## config.mk

```make
export PLATFORM = sky130hd
export DESIGN_NAME = eeprom_wp_ctrl
export DESIGN_NICKNAME = d
export VERILOG_FILES = /design/src/rtl/eeprom_wp_pkg.sv /design/src/rtl/wp_lock_map.sv /design/src/rtl/wp_byte_eval.sv /design/src/rtl/wp_prot_regs.sv /design/src/rtl/eeprom_wp_ctrl.sv
export SDC_FILE = /design/constraint.sdc
export NUM_CORES = 1
export LEC_CHECK = 0
export CAP_MARGIN = 20
export CORE_MARGIN = 1.5
export CORE_UTILIZATION = 33
export DETAILED_ROUTE_END_ITERATION = 16
export PLACE_DENSITY = 0.73
export SLEW_MARGIN = 5
export SYNTH_ARGS = -nofsm -noshare
export SYNTH_HDL_FRONTEND = slang
export SYNTH_SLANG_ARGS = --single-unit
```

## constraint.sdc

```tcl
create_clock -name clk_i -period 1.97 [get_ports clk_i]
set_clock_uncertainty 0.1 [all_clocks]
set_input_delay 0.4925 -clock clk_i [delete_from_list [all_inputs] [get_ports clk_i]]
set_output_delay 0.4925 -clock clk_i [all_outputs]
set_load 0.01 [all_outputs]
```

## src/rtl/eeprom_wp_pkg.sv

```systemverilog
package eeprom_wp_pkg;
  parameter int ADDR_W = 16;
  parameter int ARR_AW = 15;
  parameter int DATA_W = 8;

  localparam logic [ADDR_W-1:0] REG_ADDR = '1;
  localparam logic [DATA_W-1:0] RSV_MASK = 8'h61;

  localparam int BIT_WPEN = 7;
  localparam int BIT_BL1  = 4;
  localparam int BIT_BL0  = 3;
  localparam int BIT_RWEL = 2;
  localparam int BIT_WEL  = 1;

  localparam logic [DATA_W-1:0] VAL_SET_WEL  = 8'h02;
  localparam logic [DATA_W-1:0] VAL_RWEL_A   = 8'h04;
  localparam logic [DATA_W-1:0] VAL_RWEL_B   = 8'h06;
  localparam logic [DATA_W-1:0] VAL_CLR_WEL  = 8'h00;

  typedef enum logic [2:0] {
    OP_NONE,
    OP_SET_WEL,
    OP_SET_RWEL,
    OP_CLR_WEL,
    OP_NV,
    OP_REJECT
  } reg_op_e;

  typedef enum logic [1:0] {
    TX_IDLE,
    TX_REG,
    TX_REG_DONE,
    TX_ARR
  } tx_state_e;

  typedef struct packed {
    logic       wpen;
    logic [1:0] bl;
  } nv_bits_t;
endpackage

```

## src/rtl/wp_lock_map.sv

```systemverilog
module wp_lock_map
  import eeprom_wp_pkg::*;
#(
  parameter int AW = ARR_AW
) (
  input  logic [AW-1:0] addr_i,
  input  logic [1:0]    bl_i,
  output logic          locked_o
);
  localparam logic [AW-1:0] BASE_QTR  = {2'b11, {(AW-2){1'b0}}};
  localparam logic [AW-1:0] BASE_HALF = {1'b1, {(AW-1){1'b0}}};

  always_comb begin
    unique case (bl_i)
      2'b00:   locked_o = 1'b0;
      2'b01:   locked_o = (addr_i >= BASE_QTR);
      2'b10:   locked_o = (addr_i >= BASE_HALF);
      default: locked_o = 1'b1;
    endcase
  end
endmodule

```

## src/rtl/wp_byte_eval.sv

```systemverilog
module wp_byte_eval
  import eeprom_wp_pkg::*;
(
  input  logic [DATA_W-1:0] data_i,
  input  logic              wel_i,
  input  logic              rwel_i,
  input  logic              hw_prot_i,
  output reg_op_e           op_o
);
  always_comb begin
    if ((data_i & RSV_MASK) != '0) begin
      op_o = OP_REJECT;
    end else if (data_i == VAL_SET_WEL) begin
      op_o = OP_SET_WEL;
    end else if (data_i == VAL_RWEL_A || data_i == VAL_RWEL_B) begin
      op_o = wel_i ? OP_SET_RWEL : OP_REJECT;
    end else if (rwel_i) begin
      op_o = hw_prot_i ? OP_REJECT : OP_NV;
    end else if (data_i == VAL_CLR_WEL) begin
      op_o = OP_CLR_WEL;
    end else begin
      op_o = OP_REJECT;
    end
  end
endmodule

```

## src/rtl/wp_prot_regs.sv

```systemverilog
module wp_prot_regs
  import eeprom_wp_pkg::*;
(
  input  logic     clk_i,
  input  logic     rst_ni,
  input  reg_op_e  op_i,
  input  logic     commit_i,
  input  nv_bits_t nv_i,
  input  logic     rwel_clr_i,
  output logic     wel_o,
  output logic     rwel_o,
  output nv_bits_t nv_o
);
  always_ff @(posedge clk_i or negedge rst_ni) begin
    if (!rst_ni) begin
      wel_o  <= 1'b0;
      rwel_o <= 1'b0;
      nv_o   <= '0;
    end else begin
      if (commit_i) nv_o <= nv_i;
      if (rwel_clr_i) begin
        rwel_o <= 1'b0;
      end else begin
        case (op_i)
          OP_SET_WEL: begin
            wel_o  <= 1'b1;
            rwel_o <= 1'b0;
          end
          OP_SET_RWEL: rwel_o <= 1'b1;
          OP_CLR_WEL:  wel_o  <= 1'b0;
          default: ;
        endcase
      end
    end
  end
endmodule

```

## src/rtl/eeprom_wp_ctrl.sv

```systemverilog
module eeprom_wp_ctrl
  import eeprom_wp_pkg::*;
(
  input  logic              clk_i,
  input  logic              rst_ni,
  input  logic              wp_pin_i,
  input  logic              wr_start_i,
  input  logic [ADDR_W-1:0] addr_i,
  input  logic              data_vld_i,
  input  logic [DATA_W-1:0] data_i,
  input  logic              stop_i,
  input  logic              rd_req_i,
  input  logic [ARR_AW-1:0] arr_addr_i,
  output logic              ack_o,
  output logic              nv_start_o,
  output logic              arr_wr_ok_o,
  output logic [DATA_W-1:0] reg_rdata_o
);
  localparam int N_MAP = 2;

  tx_state_e         tx_q, tx_d;
  logic [ARR_AW-1:0] txn_addr_q;
  logic              nv_pend_q, arr_pend_q;
  nv_bits_t          nv_pend_bits_q;

  logic     wel_q, rwel_q;
  nv_bits_t nv_q;
  logic     wpen_q;
  logic [1:0] bl_q;
  logic     hw_prot;
  logic     arr_txn;
  reg_op_e  byte_op, op_apply;
  logic     byte_evt, commit, arr_cycle, nv_start_d;

  logic [ARR_AW-1:0] map_addr [N_MAP];
  logic              map_lock [N_MAP];

  assign wpen_q   = nv_q.wpen;
  assign bl_q     = nv_q.bl;
  assign hw_prot  = wp_pin_i & wpen_q;
  assign arr_txn  = (tx_q == TX_ARR);
  assign byte_evt = data_vld_i & ~wr_start_i & ~stop_i;

  assign map_addr[0] = arr_addr_i;
  assign map_addr[1] = txn_addr_q;

  for (genvar g = 0; g < N_MAP; g++) begin : g_map
    wp_lock_map #(.AW(ARR_AW)) u_map (
      .addr_i  (map_addr[g]),
      .bl_i    (bl_q),
      .locked_o(map_lock[g])
    );
  end

  wp_byte_eval u_eval (
    .data_i   (data_i),
    .wel_i    (wel_q),
    .rwel_i   (rwel_q),
    .hw_prot_i(hw_prot),
    .op_o     (byte_op)
  );

  assign op_apply  = (tx_q == TX_REG && byte_evt) ? byte_op : OP_NONE;
  // hardware protect re-checked at stop: pin may rise after the byte
  assign commit    = stop_i & ~wr_start_i & nv_pend_q & ~hw_prot;
  assign arr_cycle = stop_i & ~wr_start_i & arr_pend_q;
  assign nv_start_d = commit | arr_cycle;

  wp_prot_regs u_regs (
    .clk_i     (clk_i),
    .rst_ni    (rst_ni),
    .op_i      (op_apply),
    .commit_i  (commit),
    .nv_i      (nv_pend_bits_q),
    .rwel_clr_i(nv_start_d),
    .wel_o     (wel_q),
    .rwel_o    (rwel_q),
    .nv_o      (nv_q)
  );

  always_comb begin
    ack_o = 1'b0;
    if (data_vld_i) begin
      case (tx_q)
        TX_REG:  ack_o = (byte_op != OP_REJECT);
        TX_ARR:  ack_o = wel_q;
        default: ack_o = 1'b0;
      endcase
    end
  end

  always_comb begin
    tx_d = tx_q;
    if (wr_start_i)          tx_d = (addr_i == REG_ADDR) ? TX_REG : TX_ARR;
    else if (stop_i)         tx_d = TX_IDLE;
    else if (byte_evt && tx_q == TX_REG) tx_d = TX_REG_DONE;
  end

  always_ff @(posedge clk_i or negedge rst_ni) begin
    if (!rst_ni) begin
      tx_q           <= TX_IDLE;
      txn_addr_q     <= '0;
      nv_pend_q      <= 1'b0;
      nv_pend_bits_q <= '0;
      arr_pend_q     <= 1'b0;
      nv_start_o     <= 1'b0;
      reg_rdata_o    <= '0;
    end else begin
      tx_q       <= tx_d;
      nv_start_o <= nv_start_d;
      if (wr_start_i) begin
        txn_addr_q <= addr_i[ARR_AW-1:0];
        nv_pend_q  <= 1'b0;
        arr_pend_q <= 1'b0;
      end else if (stop_i) begin
        nv_pend_q  <= 1'b0;
        arr_pend_q <= 1'b0;
      end else if (byte_evt) begin
        if (op_apply == OP_NV) begin
          nv_pend_q      <= 1'b1;
          nv_pend_bits_q <= '{wpen: data_i[BIT_WPEN],
                              bl:   {data_i[BIT_BL1], data_i[BIT_BL0]}};
        end
        if (arr_txn && wel_q && !map_lock[1]) arr_pend_q <= 1'b1;
      end
      if (rd_req_i) begin
        reg_rdata_o           <= '0;
        reg_rdata_o[BIT_WPEN] <= wpen_q;
        reg_rdata_o[BIT_BL1]  <= bl_q[1];
        reg_rdata_o[BIT_BL0]  <= bl_q[0];
        reg_rdata_o[BIT_RWEL] <= rwel_q;
        reg_rdata_o[BIT_WEL]  <= wel_q;
      end
    end
  end

  assign arr_wr_ok_o = wel_q & ~map_lock[0];
endmodule

```

==> results.yml, run 1 <==
global_route:
  antenna_found_initial: 0
  grt_pass1_wl_um: 4510
  grt_use_total: 0.172
  grt_max_degree: 21
  grt_pass1_vias: 1069
  grt_overflow: 0
clock_network:
  clkLatencyLatePin_ns: 0.31
  clk_path_buf_depth: 2
  hold_buffers: 0
  cts_tree: "done"
  h-tree-depth: 1
  cts_root_buffer: "clkbuf_4"
  clkSlewWorstSetupHoldPaths_ns: 0.11
  cts_made_buffers: 3
  cts_sinks: 20
worst_setup_path:
  crit_fanout: 2
  path_delay_family: "simple AND/OR/NAND/NOR gates"
  arrival_ns: 1.65
  end_kind: "output pin"
  path_cells: "buf_6 -> or3_4 -> o2111ai_4 -> nand2_1 -> o31a_1 -> buf_2"
  cp-start-kind: "input pin"
  crit_type: "in2out"
  critical_path.n_buffers_inverters: 2
  critical-path-slowest-cell: "or3_4"
  cpPeakStageDelay_ns: 0.41
  crit_required_ns: 1.38
detailed_routing:
  routed_wl_um: 2660
  detail_route.wl_per_cell_um: 13.9
  first_iter_violations: 12
  vias: 938
  drcViolationCount: 0
  dr.pass1.iters: 5
  avgViaCountPerCell: 4.89
  ant_nets: 0
synth:
  synth_area_um2: 1010
  ys_top_cells_by_area: "dfrtp_1, mux2_2, nand2_1"
  syn_inst: 92
  synth_top_area_frac: 0.494
  synthTopCellsByCount: "dfrtp_1, nand2_1, mux2_2"
  synth_top_cell_by_area: "dfrtp_1"
  yosysSeqAreaShare: 0.494
  yosysMostFrequentCell: "dfrtp_1"
  synth_edf_count: 0
  ys_warn_count: 0
  ys_types: 34
  synthArstFlopShare: 1.00
  ys.flop_type: "dfrtp_1"
  synth-seq-cells: 20
  syn_avg_cell_area_um2: 11.0
final_layout:
  area_growth_pct: 65.7
  diodes: 0
  nNetsFinal: 209
  finalInstanceArea_um2: 1680
  layout-drive-gt1-share: 0.366
power_and_ir_drop:
  p_per_area_nw_per_um2: 515
  ir_worst_vdd_uv: 356
  power_leakage_nw: 0.761
timing:
  hold_violations: 0
  slew_violations: 0
  fin_ws_ns: -0.276
  setup_viol_count_final: 3
  min_period_ns: 2.25
  finalCritPeriodShare: 1.14
  rsz0062_at_grt: "true"
  max_clock_freq_mhz: 445
die:
  die_height_um: 58.4
  design.core.area_um2: 2830
  start_util: 0.358
  die_x_um: 58.4
  die-area_um2: 3410
  fp-row-count: 19
  io-pin-count: 57
worst_hold_path:
  hp-class: "in2reg"
status:
  failed_checks: "setup timing"
  outcome: "finished, violations left"
place:
  place_area_um2: 1620
  dp_hpwl_um: 2140
  pre_cts_ws_ns: -0.980
  io_buffers: 40
  gp_congestion: 0.791
job:
  maxCapViolCount: 0
## what timing repair did
item | 4_1_cts | 5_1_grt
pin swaps | 8 | 5
endpoints found under the hold margin | 0 | 0
gates resized for setup | 35 | 4
endpoints found under the setup margin | 6 | 5
buffers inserted | 3 | 1
## through the flow
stage          hold slack [ns]  setup TNS (ns)  total power, mW  cells  utilization
2_1_floorplan           0.0969         -0.0374            0.528     94            -
3_3_place_gp             0.371           -3.83            0.665    185        0.574
3_5_place_dp             0.378           -4.35            0.670    185        0.574
4_1_cts                  0.385          -0.329            0.870    191        0.585
5_1_grt                  0.404          -0.468            0.916    192        0.594
6_report                 0.405          -0.298            0.865    192        0.594
## power breakdown
part | internal, mW | switching (mW)
Combinational | 0.134 | 0.0801
Sequential | 0.437 | 0.0164
Clock | 0.0716 | 0.126
## flip-flops by register name (all words and copies together) (netlist names)
signal          flops
u_regs.wel_o        1
nv_pend_q           1
arr_pend_q          1
nv_start_o          1
tx_q                2
reg_rdata_o         5
u_regs.rwel_o       1
nv_pend_bits_q      3
txn_addr_q          2
u_regs.nv_o         3
## routing by layer
metal | global-route usage | part of all wire | vias to the layer above
met5 | 0 | 0 | -
met4 | 0.0598 | 0.014 | 0
met3 | 0.0462 | 0.049 | 6
met2 | 0.310 | 0.52 | 28
met1 | 0.195 | 0.42 | 433
li1 | - | - | 471
## placed cells by master (no fill, tap or decap), drive strengths merged, types with 2 or more instances in the layout
master         count
a21oi              3
conb               3
nand2b             2
dlygate4sd2        2
nand3              2
clkbuf             3
o21ai              2
nor3b              3
buf               36
nand2             10
nor2               3
mux2              12
inv                3
dfrtp             20
nand4              5
clkdlybuf4s50     29
nor3               5
## logic make-up after synthesis
logic type / share of synthesized area
buffers and inverters: 0.0420
AO/OA/AOI/OAI: 0.111
flip-flops: 0.494
other: 0.00370
multiplexers: 0.133
AND/OR/NAND/NOR: 0.216
## final cells by class
class                           instances  area, um2
Sequential cell                        20        500
Tap cell                               31       38.8
Fill cell                             239       1150
Multi-Input combinational cell         66        510
Inverter                                3       11.3
Timing Repair Buffer                   69        596
Clock buffer                            3       22.5
## final timing paths
check	from	endpoint	slack (ns)	cells past startpoint
max in group asynchronous	rst_ni	txn_addr_q[13]$_DFFE_PN0P_	1.14	2
max	data_i[4]	ack_o	-0.28	6
max reg2reg	u_regs.nv_o[2]$_DFFE_PN0P_	nv_pend_bits_q[0]$_DFFE_PN0P_	0.19	7
min	data_i[4]	nv_pend_bits_q[1]$_DFFE_PN0P_	0.40	3
min in group asynchronous	rst_ni	nv_pend_bits_q[1]$_DFFE_PN0P_	0.41	2
min reg2reg	nv_pend_q$_DFFE_PN0P_	nv_pend_q$_DFFE_PN0P_	0.40	1
## tightest hold or removal path, stage by stage
cell and delay (ns):
buf_6 0.07, buf_4 0.10, mux2_4 0.13
Note: power is estimated with default switching activity, not from simulation.
==> run 2, diff against run 1 <==
--- a/config.mk
+++ b/config.mk
@@ -10,7 +10,7 @@
 export CORE_UTILIZATION = 33
 export DETAILED_ROUTE_END_ITERATION = 16
 export PLACE_DENSITY = 0.73
-export SLEW_MARGIN = 5
+export SLEW_MARGIN = 20
 export SYNTH_ARGS = -nofsm -noshare
 export SYNTH_HDL_FRONTEND = slang
 export SYNTH_SLANG_ARGS = --single-unit
==> results of run 2 <==
Final layout, timing and power as in run 1 (identical DEF).
